==> src/rtl/lfc_pkg.sv <==
package lfc_pkg;
  typedef enum logic {ST_HUNT, ST_LOCK} lfc_sync_st_e;

  function automatic int lfc_frame_len(input int bw, input bit hi);
    return hi ? (2 * bw + 4) : (bw + 2);
  endfunction
endpackage

==> src/rtl/lfc_tx_hold.sv <==
module lfc_tx_hold #(
  parameter int B_W = 8
) (
  input  logic           clk_i,
  input  logic           rst_ni,
  input  logic           load_i,
  input  logic [B_W-1:0] b1_i,
  input  logic [B_W-1:0] b2_i,
  input  logic [1:0]     d_i,
  input  logic           hk_i,
  output logic [B_W-1:0] b1_o,
  output logic [B_W-1:0] b2_o,
  output logic [1:0]     d_o,
  output logic           hk_o
);
  always_ff @(posedge clk_i or negedge rst_ni) begin
    if (!rst_ni) begin
      b1_o <= '0;
      b2_o <= '0;
      d_o  <= '0;
      hk_o <= 1'b0;
    end else if (load_i) begin
      b1_o <= b1_i;
      b2_o <= b2_i;
      d_o  <= d_i;
      hk_o <= hk_i;
    end
  end
endmodule

==> src/rtl/lfc_tx_ser.sv <==
module lfc_tx_ser #(
  parameter int B_W = 8
) (
  input  logic           clk_i,
  input  logic           rst_ni,
  input  logic           rate_hi_i,
  input  logic           bit_en_i,
  input  logic [B_W-1:0] b1_i,
  input  logic [B_W-1:0] b2_i,
  input  logic [1:0]     d_i,
  input  logic           hk_i,
  output logic           bit_o,
  output logic           sof_o
);
  localparam int HI_LEN = lfc_pkg::lfc_frame_len(B_W, 1'b1);
  localparam int LO_LEN = lfc_pkg::lfc_frame_len(B_W, 1'b0);
  localparam int PW     = $clog2(HI_LEN);

  logic [PW-1:0]     pos_q, last_pos;
  logic [HI_LEN-1:0] frm_q, frm_d;
  logic              sync_q, at_last;

  assign last_pos = rate_hi_i ? PW'(HI_LEN - 1) : PW'(LO_LEN - 1);
  assign at_last  = (pos_q == last_pos);

  // frame word, index = send position; sync slot comes from sync_q
  always_comb begin
    frm_d = '0;
    for (int i = 0; i < B_W; i++) begin
      frm_d[i] = b1_i[B_W-1-i];
      if (rate_hi_i) frm_d[B_W+i] = b2_i[B_W-1-i];
    end
    if (rate_hi_i) begin
      frm_d[2*B_W]   = d_i[0];
      frm_d[2*B_W+1] = d_i[1];
      frm_d[2*B_W+2] = hk_i;
    end else begin
      frm_d[B_W] = d_i[0];
    end
  end

  always_ff @(posedge clk_i or negedge rst_ni) begin
    if (!rst_ni) begin
      pos_q  <= '0;
      frm_q  <= '0;
      sync_q <= 1'b1;
    end else if (bit_en_i) begin
      if (at_last) begin
        pos_q  <= '0;
        frm_q  <= frm_d;
        sync_q <= ~sync_q;
      end else begin
        pos_q <= pos_q + PW'(1);
      end
    end
  end

  assign bit_o = at_last ? sync_q : frm_q[pos_q];
  assign sof_o = (pos_q == '0);
endmodule

==> src/rtl/lfc_rx_align.sv <==
module lfc_rx_align #(
  parameter int B_W         = 8,
  parameter int LOCK_FRAMES = 8,
  parameter int LOSS_FRAMES = 3
) (
  input  logic clk_i,
  input  logic rst_ni,
  input  logic rate_hi_i,
  input  logic bit_en_i,
  input  logic bit_i,
  output logic take_o,
  output logic lock_o
);
  import lfc_pkg::*;

  localparam int HI_LEN = lfc_frame_len(B_W, 1'b1);
  localparam int LO_LEN = lfc_frame_len(B_W, 1'b0);
  localparam int PW     = $clog2(HI_LEN);
  localparam int GW     = $clog2(LOCK_FRAMES + 1);
  localparam int MW     = $clog2(LOSS_FRAMES + 1);

  lfc_sync_st_e  st_q, st_d;
  logic [PW-1:0] pos_q, last_pos;
  logic [GW-1:0] good_q, good_d;
  logic [MW-1:0] miss_q, miss_d;
  logic          prev_q, prev_d, skip_q, skip_d, cand;

  assign last_pos = rate_hi_i ? PW'(HI_LEN - 1) : PW'(LO_LEN - 1);
  assign cand     = bit_en_i && !skip_q && (pos_q == last_pos);

  always_comb begin
    st_d   = st_q;
    good_d = good_q;
    miss_d = miss_q;
    prev_d = prev_q;
    skip_d = skip_q;
    if (bit_en_i && skip_q) skip_d = 1'b0;
    if (cand) begin
      if (st_q == ST_HUNT) begin
        if (good_q == '0) begin
          good_d = GW'(1);
          prev_d = bit_i;
        end else if (bit_i != prev_q) begin
          prev_d = bit_i;
          if (good_q == GW'(LOCK_FRAMES - 1)) begin
            st_d   = ST_LOCK;
            good_d = '0;
            miss_d = '0;
          end else begin
            good_d = good_q + GW'(1);
          end
        end else begin
          good_d = '0;
          skip_d = 1'b1;
        end
      end else begin
        prev_d = ~prev_q;
        if (bit_i != prev_q) begin
          miss_d = '0;
        end else if (miss_q == MW'(LOSS_FRAMES - 1)) begin
          st_d   = ST_HUNT;
          miss_d = '0;
          good_d = '0;
          skip_d = 1'b1;
        end else begin
          miss_d = miss_q + MW'(1);
        end
      end
    end
  end

  always_ff @(posedge clk_i or negedge rst_ni) begin
    if (!rst_ni) begin
      st_q   <= ST_HUNT;
      pos_q  <= '0;
      good_q <= '0;
      miss_q <= '0;
      prev_q <= 1'b0;
      skip_q <= 1'b0;
    end else begin
      st_q   <= st_d;
      good_q <= good_d;
      miss_q <= miss_d;
      prev_q <= prev_d;
      skip_q <= skip_d;
      // a skipped bit holds the position: candidate slides one bit later
      if (bit_en_i && !skip_q) begin
        if (pos_q == last_pos) pos_q <= '0;
        else                   pos_q <= pos_q + PW'(1);
      end
    end
  end

  assign take_o = cand && (st_d == ST_LOCK);
  assign lock_o = (st_q == ST_LOCK);
endmodule

==> src/rtl/lfc_rx_unpack.sv <==
module lfc_rx_unpack #(
  parameter int B_W = 8
) (
  input  logic           clk_i,
  input  logic           rst_ni,
  input  logic           rate_hi_i,
  input  logic           bit_en_i,
  input  logic           bit_i,
  input  logic           take_i,
  output logic [B_W-1:0] b1_o,
  output logic [B_W-1:0] b2_o,
  output logic [1:0]     d_o,
  output logic           hk_o,
  output logic           upd_o
);
  localparam int HI_LEN = lfc_pkg::lfc_frame_len(B_W, 1'b1);
  localparam int LO_LEN = lfc_pkg::lfc_frame_len(B_W, 1'b0);
  localparam int SW     = HI_LEN - 1;

  logic [SW-1:0]  sh_q;
  logic [B_W-1:0] cb1, cb2;
  logic [1:0]     cd;
  logic           chk;

  // sh_q[0] is the bit just before the sync bit being taken
  always_comb begin
    for (int i = 0; i < B_W; i++) begin
      cb1[B_W-1-i] = rate_hi_i ? sh_q[HI_LEN-2-i] : sh_q[LO_LEN-2-i];
      cb2[B_W-1-i] = rate_hi_i & sh_q[HI_LEN-2-B_W-i];
    end
    cd  = rate_hi_i ? {sh_q[1], sh_q[2]} : {1'b0, sh_q[0]};
    chk = rate_hi_i & sh_q[0];
  end

  always_ff @(posedge clk_i or negedge rst_ni) begin
    if (!rst_ni) begin
      sh_q  <= '0;
      b1_o  <= '0;
      b2_o  <= '0;
      d_o   <= '0;
      hk_o  <= 1'b0;
      upd_o <= 1'b0;
    end else begin
      upd_o <= take_i;
      if (bit_en_i) sh_q <= {sh_q[SW-2:0], bit_i};
      if (take_i) begin
        b1_o <= cb1;
        b2_o <= cb2;
        d_o  <= cd;
        hk_o <= chk;
      end
    end
  end
endmodule

==> src/rtl/lfc_line_framer.sv <==
module lfc_line_framer #(
  parameter int B_W         = 8,
  parameter int LOCK_FRAMES = 8,
  parameter int LOSS_FRAMES = 3
) (
  input  logic           clk_i,
  input  logic           rst_ni,
  input  logic           rate_hi_i,
  input  logic           load_i,
  input  logic [B_W-1:0] b1_i,
  input  logic [B_W-1:0] b2_i,
  input  logic [1:0]     d_i,
  input  logic           hk_i,
  input  logic           tx_bit_en_i,
  output logic           tx_bit_o,
  output logic           tx_sof_o,
  input  logic           rx_bit_en_i,
  input  logic           rx_bit_i,
  output logic [B_W-1:0] rx_b1_o,
  output logic [B_W-1:0] rx_b2_o,
  output logic [1:0]     rx_d_o,
  output logic           rx_hk_o,
  output logic           rx_upd_o,
  output logic           rx_lock_o
);
  logic [B_W-1:0] h_b1, h_b2;
  logic [1:0]     h_d;
  logic           h_hk, take;

  lfc_tx_hold #(.B_W(B_W)) u_hold (
    .clk_i(clk_i), .rst_ni(rst_ni), .load_i(load_i),
    .b1_i(b1_i), .b2_i(b2_i), .d_i(d_i), .hk_i(hk_i),
    .b1_o(h_b1), .b2_o(h_b2), .d_o(h_d), .hk_o(h_hk)
  );

  lfc_tx_ser #(.B_W(B_W)) u_ser (
    .clk_i(clk_i), .rst_ni(rst_ni), .rate_hi_i(rate_hi_i), .bit_en_i(tx_bit_en_i),
    .b1_i(h_b1), .b2_i(h_b2), .d_i(h_d), .hk_i(h_hk),
    .bit_o(tx_bit_o), .sof_o(tx_sof_o)
  );

  lfc_rx_align #(.B_W(B_W), .LOCK_FRAMES(LOCK_FRAMES), .LOSS_FRAMES(LOSS_FRAMES)) u_align (
    .clk_i(clk_i), .rst_ni(rst_ni), .rate_hi_i(rate_hi_i), .bit_en_i(rx_bit_en_i),
    .bit_i(rx_bit_i), .take_o(take), .lock_o(rx_lock_o)
  );

  lfc_rx_unpack #(.B_W(B_W)) u_unpack (
    .clk_i(clk_i), .rst_ni(rst_ni), .rate_hi_i(rate_hi_i), .bit_en_i(rx_bit_en_i),
    .bit_i(rx_bit_i), .take_i(take),
    .b1_o(rx_b1_o), .b2_o(rx_b2_o), .d_o(rx_d_o), .hk_o(rx_hk_o), .upd_o(rx_upd_o)
  );
endmodule

==> config.mk <==
export PLATFORM = sky130hd
export DESIGN_NAME = lfc_line_framer
export DESIGN_NICKNAME = d
export VERILOG_FILES = /design/src/rtl/lfc_pkg.sv /design/src/rtl/lfc_tx_hold.sv /design/src/rtl/lfc_tx_ser.sv /design/src/rtl/lfc_rx_align.sv /design/src/rtl/lfc_rx_unpack.sv /design/src/rtl/lfc_line_framer.sv
export SDC_FILE = /design/constraint.sdc
export NUM_CORES = 1
export LEC_CHECK = 0
export BUFFER_PORTS_ARGS = -buffer_cell sky130_fd_sc_hd__clkbuf_2
export CORE_ASPECT_RATIO = 0.6
export CORE_MARGIN = 4
export CORE_UTILIZATION = 60
export CTS_BUF_LIST = sky130_fd_sc_hd__clkbuf_4
export CTS_CLUSTER_DIAMETER = 40
export DETAILED_ROUTE_END_ITERATION = 10
export GPL_ROUTABILITY_DRIVEN = 0
export PLACE_DENSITY = 0.85
export SLEW_MARGIN = 40
export SYNTH_ARGS = -nofsm -noshare
export SYNTH_HDL_FRONTEND = slang
export SYNTH_SLANG_ARGS = --single-unit
export TNS_END_PERCENT = 10
==> constraint.sdc <==
create_clock -name clk_i -period 2.3 [get_ports clk_i]
set_input_delay 0.46 -clock clk_i [delete_from_list [all_inputs] [get_ports clk_i]]
set_output_delay 0.46 -clock clk_i [all_outputs]
set_load 0.01 [all_outputs]
==> results.md, run 1 <==
- Post-placement cell count: between 500 and 600
- Mapped Nets: ~400
- Clock latency at the later pin of the worst-skew pair: 480 ps
- Cells after synthesis: 363
- Most instantiated cells after synthesis: 96 x dfrtp_1, 56 x mux2_2, 37 x nand2_1
- Inserted Diodes: 0
- CTS tree: yes
- Switching power: 1.716 mW
- Max cap viols: 0
- Total track usage: a little over a fifth
- Antenna viol nets, final: 0
- Yosys cell types: 50
- Power Internal: roughly 3.2 mW
- Root Driver: clkbuf_4
- FMAX: 380.2 MHz
- Final Hold Violating Endpoints: 0
- Total Nets Final: 457
- Longest Clk Path Bufs: 2
- Top Layer Used: met4
- Reg clk slew, reported paths: 160 ps
- LEAKAGE: 2.395 nW
- Worst path top cell family by delay: simple AND/OR/NAND/NOR gates
- Number of global-route vias before repair: 2997
- Status: finished with violations
- Tcrit/Tclk final: 114.3%
- Synth Register Bits: slightly below 100
- Worst EP required: about 1800 ps
- Post-route DRC: 0
- Critical Path AT: roughly 2200 ps
- PnR worst setup slack: -329.9 ps
- RSZ-0062 raised after global routing: true
- Synth Flop Type: dfrtp_1
- Wire per inst: between 15 and 20 microns
- VDD IR max: 0.6159 mV
- Fin cells: about 530
- WHS: 200.3 ps
- Slew Limit Fails: 0
- Worst path max stage delay: approximately 560 ps
- Synth top area cells: dfrtp_1 54%, mux2_2 14%, mux2i_1 4.3%
- Slew @ Worst Pin: a little under 500 ps
- Number of clock sinks: 97
- DR vias: a little under 3000
- Top-count cell post-synth: dfrtp_1
- Post-synth EDFFs: 0
- Avg Cell Area, Syn: 12.26 sq um
- Metal2 WL: 4009 microns
- Initial Util: around 64%
- Failing checks: setup timing
- Gr ovfl total: 0
- Row cnt: 23
- Post-synth ARST share: between 90% and 100%
- Die ar.: 8904 sq um
- Max-slew headroom: about two thirds
- Core ar.: between 6000 and 7000 sq um
- Die width: 119.2 microns
- TritonCTS Buffers: 9
- CP bufs+invs: 1
- Setup violators final: 1
- Post-layout min period: between 2000 and 3000 ps
- First-pass iteration count of the detailed router: 5
- Yosys Warn Count: 0
- Clock group share of total power: about 17%
- Initial antenna violation count: 0
- Dpl hpwl: 6412 microns
- Clock skew after layout: 20.28 ps
- Critical Path Start Type: flop
- Post-synth top area share: between 50% and 60%
- Crit path max fanout: 4
- Die Span Y: between 70 and 80 microns
- M1 wire length: approximately 4200 microns
- Critical path class: flop to primary output
- Part of the power in combinational logic: 30.4%
- Worst-path cell chain: or4b_4, a21oi_4, nor4_1, a221oi_2, buf_2
- Dominant cell type by area after synthesis: dfrtp_1
- First-pass GRT wire length: about 15000 microns
- H-tree depth: 3
- Final wirelength: 8802 microns
- Worst Hold Class: primary input to flop
- Via-per-instance ratio: between 5 and 6
- I/O Pins: 49
- Post-synthesis sequential area ratio: 54.57%
- Post-Syn Area: 4451 sq um
- Area Overhead vs Synth: 14.25%
- Iter 0 DRT Violations: 238
- Largest net degree at the start of global routing: 56
- Slowest-stage cell, CP: or4b_4
- CP Capture Type: primary output
- Input/output buffers: 48
- Sw Share: roughly a third
- Layout cells sized above 1: around 38%
- Seq pwr share: between 50% and 60%
- Metal3 WL: 557 microns
- Pwr dens: 961.3 nW/um^2
## timing repair
action                     CTS  global route
hold buffers                 1             0
gates cloned                 0             0
setup endpoints to repair    2             1
setup buffers                1             1
hold endpoints to repair    22             0
gates resized for setup      3             2
pin swaps                    1             0
## layer usage
metal	global-route usage [%]	up-vias
met1	30.01	1475
met5	0	-
met4	5.905	0
li1	-	1401
met2	33.21	87
met3	8.033	15
## power groups by stage
stage / Combinational (mW) / Clock (mW) / Sequential, mW
after global placement: 1.33 / 0 / 2.54
after global routing: 1.65 / 0.934 / 2.63
final: 1.49 / 0.843 / 2.56
after floorplan: 1.06 / 0 / 2.42
after CTS: 1.46 / 0.868 / 2.55
after detailed placement: 1.42 / 0 / 2.58
## cell usage in the layout, fill, tap and decap left out, types with 3 or more instances in the layout
cell	count
xor2_1	5
o21ai_0	23
mux2_4	8
nand2_1	37
buf_4	20
inv_1	23
nor2_1	6
clkbuf_4	10
mux2_2	56
o22ai_1	3
dfrtp_1	95
nor4_1	3
nand3_1	8
nor3_1	3
ha_1	5
nor2b_1	4
inv_6	3
mux2i_1	19
clkbuf_2	46
nand4b_1	3
buf_12	3
## state kept, by name, summed over array words and instances (netlist names), 4 cells and up
name            cells
u_ser.pos_q         5
u_unpack.b1_o       8
u_hold.b2_o         8
u_unpack.b2_o       8
u_hold.b1_o         8
u_align.pos_q       5
u_ser.frm_q        19
u_align.good_q      4
u_unpack.sh_q      19
## worst paths after layout
check                                 startpoint          endpoint  slack, ps  cells past startpoint
worst min-delay path                      d_i[1]     u_hold.d_o[1]        200                      2
worst max register to register  u_align.pos_q[4]  u_unpack.b1_o[3]        140                      5
min in group asynchronous                 rst_ni  u_unpack.sh_q[4]        410                      2
worst min register to register   u_ser.frm_q[12]   u_ser.frm_q[12]        500                      2
worst max-delay path              u_ser.pos_q[1]          tx_bit_o       -330                      5
max in group asynchronous                 rst_ni      u_ser.sync_q       1240                      3
## layout make-up
| class | count | area, sq um |
|---|---|---|
| clock inverter | 6 | 47.55 |
| sequential | 97 | 2430 |
| clock buffer | 10 | 75.07 |
| tap | 100 | 125.1 |
| multi-input combinational | 224 | 1866 |
| fill | 480 | 1851 |
| timing repair buffer | 71 | 455.4 |
| inverter | 23 | 86.33 |
## cell families after synthesis
family | count (synthesis) | share of synthesized area, %
AND/OR/NAND/NOR | 75 | 8.378
multiplexers | 84 | 21.65
AO/OA/AOI/OAI | 53 | 8.491
adder cells (fa/ha/maj) | 5 | 1.406
flip-flops | 97 | 54.57
XOR/XNOR | 7 | 1.378
buffers and inverters | 42 | 4.133
## worst reg2reg max path, stage by stage, from the launching register on
cell and delay, ps:
dfrtp_1 440, or4b_4 560, a211o_4 360, a21oi_4 170, buf_12 190, mux2_4 320
## per-stage QoR
step	total power, mW	setup slack [ps]	util [%]	cell area [sq um]	TNS (ps)
after floorplan	3.474	43.27	-	4461	0
after global placement	3.869	18.89	70.92	4918	0
after detailed placement	4.005	-31.56	70.92	4918	-31.56
after CTS	4.871	-321.2	73.12	5071	-321.2
after global routing	5.211	-369.1	73.32	5085	-369.1
final	4.888	-329.9	73.32	5085	-329.9
Power figures use the tool's default switching activity.
==> run 2: changes to the inputs <==
--- a/config.mk
+++ b/config.mk
@@ -8,12 +8,11 @@
 export BUFFER_PORTS_ARGS = -buffer_cell sky130_fd_sc_hd__clkbuf_2
 export CORE_ASPECT_RATIO = 0.6
 export CORE_MARGIN = 4
-export CORE_UTILIZATION = 60
-export CTS_BUF_LIST = sky130_fd_sc_hd__clkbuf_4
+export CORE_UTILIZATION = 58
 export CTS_CLUSTER_DIAMETER = 40
 export DETAILED_ROUTE_END_ITERATION = 10
 export GPL_ROUTABILITY_DRIVEN = 0
-export PLACE_DENSITY = 0.85
+export PLACE_DENSITY = 0.83
 export SLEW_MARGIN = 40
 export SYNTH_ARGS = -nofsm -noshare
 export SYNTH_HDL_FRONTEND = slang
==> run 2 against run 1 <==
The run still ends with setup timing left. Die area rose by 3.1%. Critical endpoint unchanged. Non-clock buffer count did not move. Global-route usage increased by 1.1 points. Via count is 1.4% higher. Fmax up 6.5%. Sequential share of layout area decreased by 1.8 points. Final area is 4.0% higher. Sequential power is 2% higher. Critical path depth unchanged. Worst setup slack improved by 160 ps. Cell count increased by 0.56%. Highest routed layer unchanged.
==> results.md, run 2 (synthesis gave the netlist of run 1 again) <==
- Pwr dens: 1071 nW/um^2 (+11%)
- Clock latency at the later pin of the worst-skew pair: 350 ps (-130 ps)
- Longest Clk Path Bufs: 2 (unchanged)
- CP Capture Type: primary output
- Slowest-stage cell, CP: or4b_4
- VDD IR max: 0.6258 mV (+1.6%)
- Core Util, Final: 71.87% (-1.4 points)
- Wire per inst: 18.20 microns (+9.8%)
- Die ar.: 9184 sq um (+3.1%)
- Status: finished with violations
- Critical path class: flop to primary output
- Cts hold-fix bufs: 0 (-1)
- Core ar.: 7357 sq um (+6.1%)
- Largest net degree at the start of global routing: 98 (+75%)
- Die width: 121.1 microns (+1.6%)
- First-pass iteration count of the detailed router: 4 (-1)
- Clock skew after layout: 4.586 ps (-15.69 ps)
- Area Overhead vs Synth: 18.81%
- Most frequent cells in the layout: 94 x dfrtp_1, 56 x mux2_2, 46 x clkbuf_2
- Slew @ Worst Pin: 519.8 ps (+26.13 ps)
- Critical Path AT: 2010 ps (-160 ps)
- Initial Util: 60.49% (-3.7 points)
- Fillers: 497 (+3.5%)
- Power Internal: 3.829 mW (+21%)
- Area taken by multi-input logic gates: 1896 sq um (+1.6%)
- Clock group share of total power: 26.0% (+8.8 points)
- Row cnt: 24 (+4.3%)
- Max-slew headroom: 65.35% (-1.7 points)
- Max cap viols: 0 (unchanged)
- Setup TNS: -168.9 ps (+161.0 ps)
- Most common cell after layout, fill and taps aside: dfrtp_1
- RSZ-0062 raised after global routing: true
- Total Nets Final: 457 (unchanged)
- Layout cells sized above 1: 38.37% (+0.79 points)
- DR vias: 3021 (+1.4%)
- Worst path max stage delay: 580 ps (+20 ps)
- Switching power: 1.836 mW (+7.0%)
- Input/output buffers: 48 (unchanged)
- Die Span Y: 75.85 microns (+1.5%)
- Worst EP required: 1840 ps (about the same)
- PnR worst setup slack: -168.9 ps (+161.0 ps)
- Post-place setup slack: -34.92 ps (-3.353 ps)
- Post-layout min period: 2469 ps (-161.0 ps)
- I/O Pins: 49 (unchanged)
- Post-route DRC: 0 (unchanged)
- Reg clk slew, reported paths: 70 ps (-90 ps)
- Failing checks: setup timing
- CTS tree: yes
- Dpl hpwl: 6342 microns (-1.1%)
- Slew Limit Fails: 0 (unchanged)
- Antenna viol nets, final: 0 (unchanged)
- Largest regs: u_ser.frm_q: 19 flops, u_unpack.sh_q: 19 flops
- Via-per-instance ratio: 5.657 (+0.87%)
- H-tree depth: 3 (unchanged)
- FMAX: 405.0 MHz (+6.5%)
- Initial antenna violation count: 0 (unchanged)
- Number of clock sinks: 97 (unchanged)
- Total power draw: 5.665 mW (+16%)
- Reg area: 2431 sq um (about the same)
- Number of global-route vias before repair: 3218 (+7.4%)
- Seq pwr share: 46.0% (-6.4 points)
- Final Hold Violating Endpoints: 0 (unchanged)
- Root Driver: clkbuf_16
- Sw Share: 32.41% (-2.7 points)
- First-pass GRT wire length: 16140 microns (+7.6%)
- Iter 0 DRT Violations: 285 (+20%)
- Final wirelength: 9721 microns (+10%)
- Gr ovfl total: 0 (unchanged)
- Design area: 5288 sq um (+4.0%)
- Worst-path cell chain: or4b_4, a21oi_4, nor4_4, a221oi_2, buf_2
- TritonCTS Buffers: 9 (unchanged)
- Crit path max fanout: 4 (unchanged)
- Inserted Diodes: 0 (unchanged)
- Part of the power in combinational logic: 28.1% (-2.3 points)
- Worst Hold Class: primary input to asynchronous set/reset pin
- Critical Path Start Type: flop
- Setup violators final: 1 (unchanged)
- Placed Area: 4901 sq um (-0.36%)
- LEAKAGE: 2.473 nW (+3.3%)
- Total track usage: 22.89% (+1.1 points)
- Tcrit/Tclk final: 107.3% (-7.0 points)
run 2: cell count changes in the layout (fill, tap and decap cells not counted), sizes merged:
cell | previous run | this run
inv | 26 | 23
buf | 24 | 25
bufinv | 0 | 1
clkbuf | 56 | 57
clkinv | 3 | 2
clkinvlp | 0 | 1
dlygate4sd3 | 1 | 0
run 2: through the flow:
step	std cells	hold slack [ps]
after floorplan	363	164.4
after detailed placement	513	470.3
after global placement	513	461.4
after global routing	534	199.7
after CTS	533	186.7
final	534	128.0
run 2: area by class of cell:
cell class | count | area share, %
tap | 104 | 2.461
inverter | 23 | 1.633
timing repair buffer | 71 | 8.637
clock buffer | 11 | 4.401
clock inverter | 4 | 1.041
multi-input combinational | 224 | 35.85
sequential | 97 | 45.98
run 2: repair_timing:
| action | 4_1_cts | 5_1_grt |
|---|---|---|
| setup endpoints to repair | 1 | 1 |
| gates cloned | 0 | 0 |
| buffers inserted | 5 | 1 |
| pin swaps | 4 | 4 |
| resized for setup | 8 | 3 |
run 2: power by group through the flow:
stage	Combinational [mW]	Sequential, mW	Clock (mW)
final	1.59	2.60	1.47
after global routing	1.76	2.66	1.56
after CTS	1.54	2.58	1.49
after detailed placement	1.39	2.60	0
after global placement	1.30	2.55	0
after floorplan	1.06	2.42	0
run 2: worst max-delay path, delay by kind of cell, from the launching register on:
kind	cells	cell delay, ps
simple gates	2	630
compound gates	2	460
buf+inv	1	170
flops	1	400
run 2: worst paths after layout:
| check | from | endpoint | slack [ps] | cells after the start |
|---|---|---|---|---|
| worst max-delay path | u_ser.pos_q[4] | tx_bit_o | -170 | 5 |
| worst min-delay path | rst_ni | u_unpack.b2_o[1] | 130 | 2 |
| worst max register to register | u_align.pos_q[4] | u_unpack.b1_o[6] | 90 | 5 |
| worst min register to register | u_ser.frm_q[16] | u_ser.frm_q[16] | 480 | 2 |
| max in group asynchronous | rst_ni | u_ser.pos_q[0] | 1740 | 2 |
| min in group clk_i | b1_i[5] | u_hold.b1_o[5] | 350 | 2 |
run 2: metal layers:
metal | track usage [%] | part of all wire, %
met1 | 29.75 | 45
met2 | 37.70 | 49
met3 | 7.196 | 5.4
met4 | 7.035 | 1.0
met5 | 0 | 0
==> run 3: changes to the inputs <==
==> constraint.sdc (replaced) <==
create_clock -name clk_i -period 2.65 [get_ports clk_i]
set_input_delay 0.53 -clock clk_i [delete_from_list [all_inputs] [get_ports clk_i]]
set_output_delay 0.53 -clock clk_i [all_outputs]
set_load 0.01 [all_outputs]
==> run 3 against run 2 <==
Sequential cell count did not move. Die area did not move. Via count fell by 4.3%. Total power fell by 17%. Final area fell by 1.7%. The run now ends clean. Worst setup slack improved by 230 ps. Register-to-register slack improved by 290 ps. Critical endpoint unchanged. Sequential power fell by 15%. Non-clock buffer count fell by 4. Utilization fell by 1.2 points. Clock power fell by 14%.
==> results.md, run 3 (synthesis gave the netlist of run 1 again) <==
- Total track usage: 20.18% (-2.7 points)
- PnR worst setup slack: 65.44 ps (+234.3 ps)
- Core Util, Final: 70.66% (-1.2 points)
- Reg2Reg Launch Point: u_align.pos_q[4]
- LEAKAGE: 2.441 nW (-1.3%)
- Layout cells sized above 1: 36.71% (-1.7 points)
- Gr ovfl total: 0 (unchanged)
- R2R Setup Slk: 380 ps (+290 ps)
- Iter 0 DRT Violations: 149 (-48%)
- Post-place setup slack: 83.96 ps (+118.9 ps)
- Pwr dens: 903.5 nW/um^2 (-16%)
- Longest Clk Path Bufs: 2 (unchanged)
- Clock skew after layout: 8.435 ps (+3.849 ps)
- FMAX: 386.9 MHz
- Critical R2R Capture: u_unpack.b1_o[2]
- Worst Hold Class: primary input to asynchronous set/reset pin
- Area Overhead vs Synth: 16.81%
- DR vias: 2890 (-4.3%)
- Largest net degree at the start of global routing: 48 (-51%)
- Worst EP required: 2120 ps (+280 ps)
- Placed Area: 4871 sq um (-0.61%)
- Post-placement cell count: 512 (-0.19%)
- Max-slew headroom: 45.95% (-19 points)
- Number of global-route vias before repair: 2875 (-11%)
- CTS tree: yes
- Critical Path Start Type: flop
- Largest regs: u_ser.frm_q: 19 flops, u_unpack.sh_q: 19 flops
- Core ar.: 7357 sq um (unchanged)
- Initial antenna violation count: 0 (unchanged)
- Die Span Y: 75.85 microns (unchanged)
- Critical path class: flop to primary output
- Dpl hpwl: 6109 microns (-3.7%)
- Total power draw: 4.697 mW (-17%)
- Status: complete, no violations
- Number of clock sinks: 97 (unchanged)
- Clock latency at the later pin of the worst-skew pair: 340 ps (about the same)
- Final wirelength: 8627 microns (-11%)
- Die width: 121.1 microns (unchanged)
- Critical Path AT: 2050 ps (+40 ps)
- Design area: 5199 sq um (-1.7%)
- Critical Path Stages: 5 (unchanged)
- Worst path top cell family by delay: simple AND/OR/NAND/NOR gates
- Most frequent cells in the layout: 95 x dfrtp_1, 56 x mux2_2, 46 x clkbuf_2
- H-tree depth: 3 (unchanged)
- I/O Pins: 49 (unchanged)
- Post-layout min period: between 2000 and 3000 ps
- Wire per inst: 16.31 microns (-10%)
- Reg clk slew, reported paths: 60 ps (about the same)
- Via-per-instance ratio: 5.463 (-3.4%)
- R2R depth: 5 (unchanged)
- Cts hold-fix bufs: 0 (unchanged)
- Fin cells: 529 (-0.94%)
- Final Hold Violating Endpoints: 0 (unchanged)
- CP endpoint: tx_bit_o
- Slowest-stage cell, CP: or4b_4
- Max cap viols: 0 (unchanged)
- Most common cell after layout, fill and taps aside: dfrtp_1
- Fillers: 512 (+3.0%)
- First-pass iteration count of the detailed router: 4 (unchanged)
- Antenna viol nets, final: 0 (unchanged)
- Post-route DRC: 0 (unchanged)
- Inserted Diodes: 0 (unchanged)
- Input/output buffers: 48 (unchanged)
- CP Capture Type: primary output
- Total Nets Final: 453 (-0.88%)
- Tcrit/Tclk final: roughly 98%
- Worst-path cell chain: or4b_4, a21oi_2, nor4_1, a221oi_1, buf_2
- Row cnt: 24 (unchanged)
- Worst path max stage delay: 510 ps (-70 ps)
- VDD IR max: 0.4967 mV (-21%)
- TritonCTS Buffers: 9 (unchanged)
- Die ar.: 9184 sq um (unchanged)
- Slew Limit Fails: 0 (unchanged)
- CP bufs+invs: 1 (unchanged)
- Crit path max fanout: 5 (+1)
- First-pass GRT wire length: 14370 microns (-11%)
- CP Launch Point: u_ser.pos_q[4]
- Root Driver: clkbuf_16
- Setup violators final: 0 (-1)
- Initial Util: 60.49% (unchanged)
- Slew @ Worst Pin: 810.7 ps (+291.0 ps)
[run 3: layout make-up]
| class | count | area (sq um) | share of cell area [%] |
|---|---|---|---|
| Timing Repair Buffer | 67 | 414.1 | 7.966 |
| Tap cell | 104 | 130.1 | 2.503 |
| Clock inverter | 4 | 56.30 | 1.083 |
| Clock buffer | 10 | 229.0 | 4.404 |
| Multi-Input combinational cell | 224 | 1853 | 35.64 |
| Inverter | 23 | 86.33 | 1.661 |
| Sequential cell | 97 | 2430 | 46.74 |
[run 3: worst min-delay path by stage]
stage / startpoint / depth (start not counted) / to
3_5_place_dp: rst_ni / 1 / u_unpack.b1_o[4]
4_1_cts: rst_ni / 1 / u_unpack.b1_o[4]
3_3_place_gp: rst_ni / 1 / u_unpack.b1_o[3]
5_1_grt: rst_ni / 1 / u_unpack.sh_q[5]
2_1_floorplan: rst_ni / 0 / u_align.good_q[0]
6_report: rst_ni / 1 / u_unpack.b1_o[4]
[run 3: routing by layer]
layer  track usage, %  wire [microns]  vias up  share of wire (%)
met4            6.910             142        0                1.6
li1                 -               -     1395                  -
met1            28.71            4255     1425                 49
met5                0               0        -                  0
met3            4.822             334       16                3.9
met2            30.93            3893       54                 45
[run 3: through the flow]
| step | TNS [ps] | hold WS [ps] |
|---|---|---|
| 4_1_cts | 0 | 64.66 |
| 3_3_place_gp | 0 | 435.4 |
| 5_1_grt | -2.241 | 73.80 |
| 6_report | 0 | 68.12 |
| 3_5_place_dp | 0 | 435.1 |
| 2_1_floorplan | 0 | 234.4 |
[run 3: timing repair]
item                                    4_1_cts  5_1_grt
gates resized for setup                       1        5
endpoints found under the setup margin        1        1
setup buffers                                 0        3
pin swaps                                     0        2
[run 3: power by group]
| part | switching, mW | leakage, nW | internal (mW) |
|---|---|---|---|
| Sequential | 0.347 | 1.17 | 1.87 |
| Clock | 0.535 | 0.139 | 0.726 |
| Combinational | 0.573 | 1.13 | 0.643 |
| Total | 1.46 | 2.44 | 3.24 |
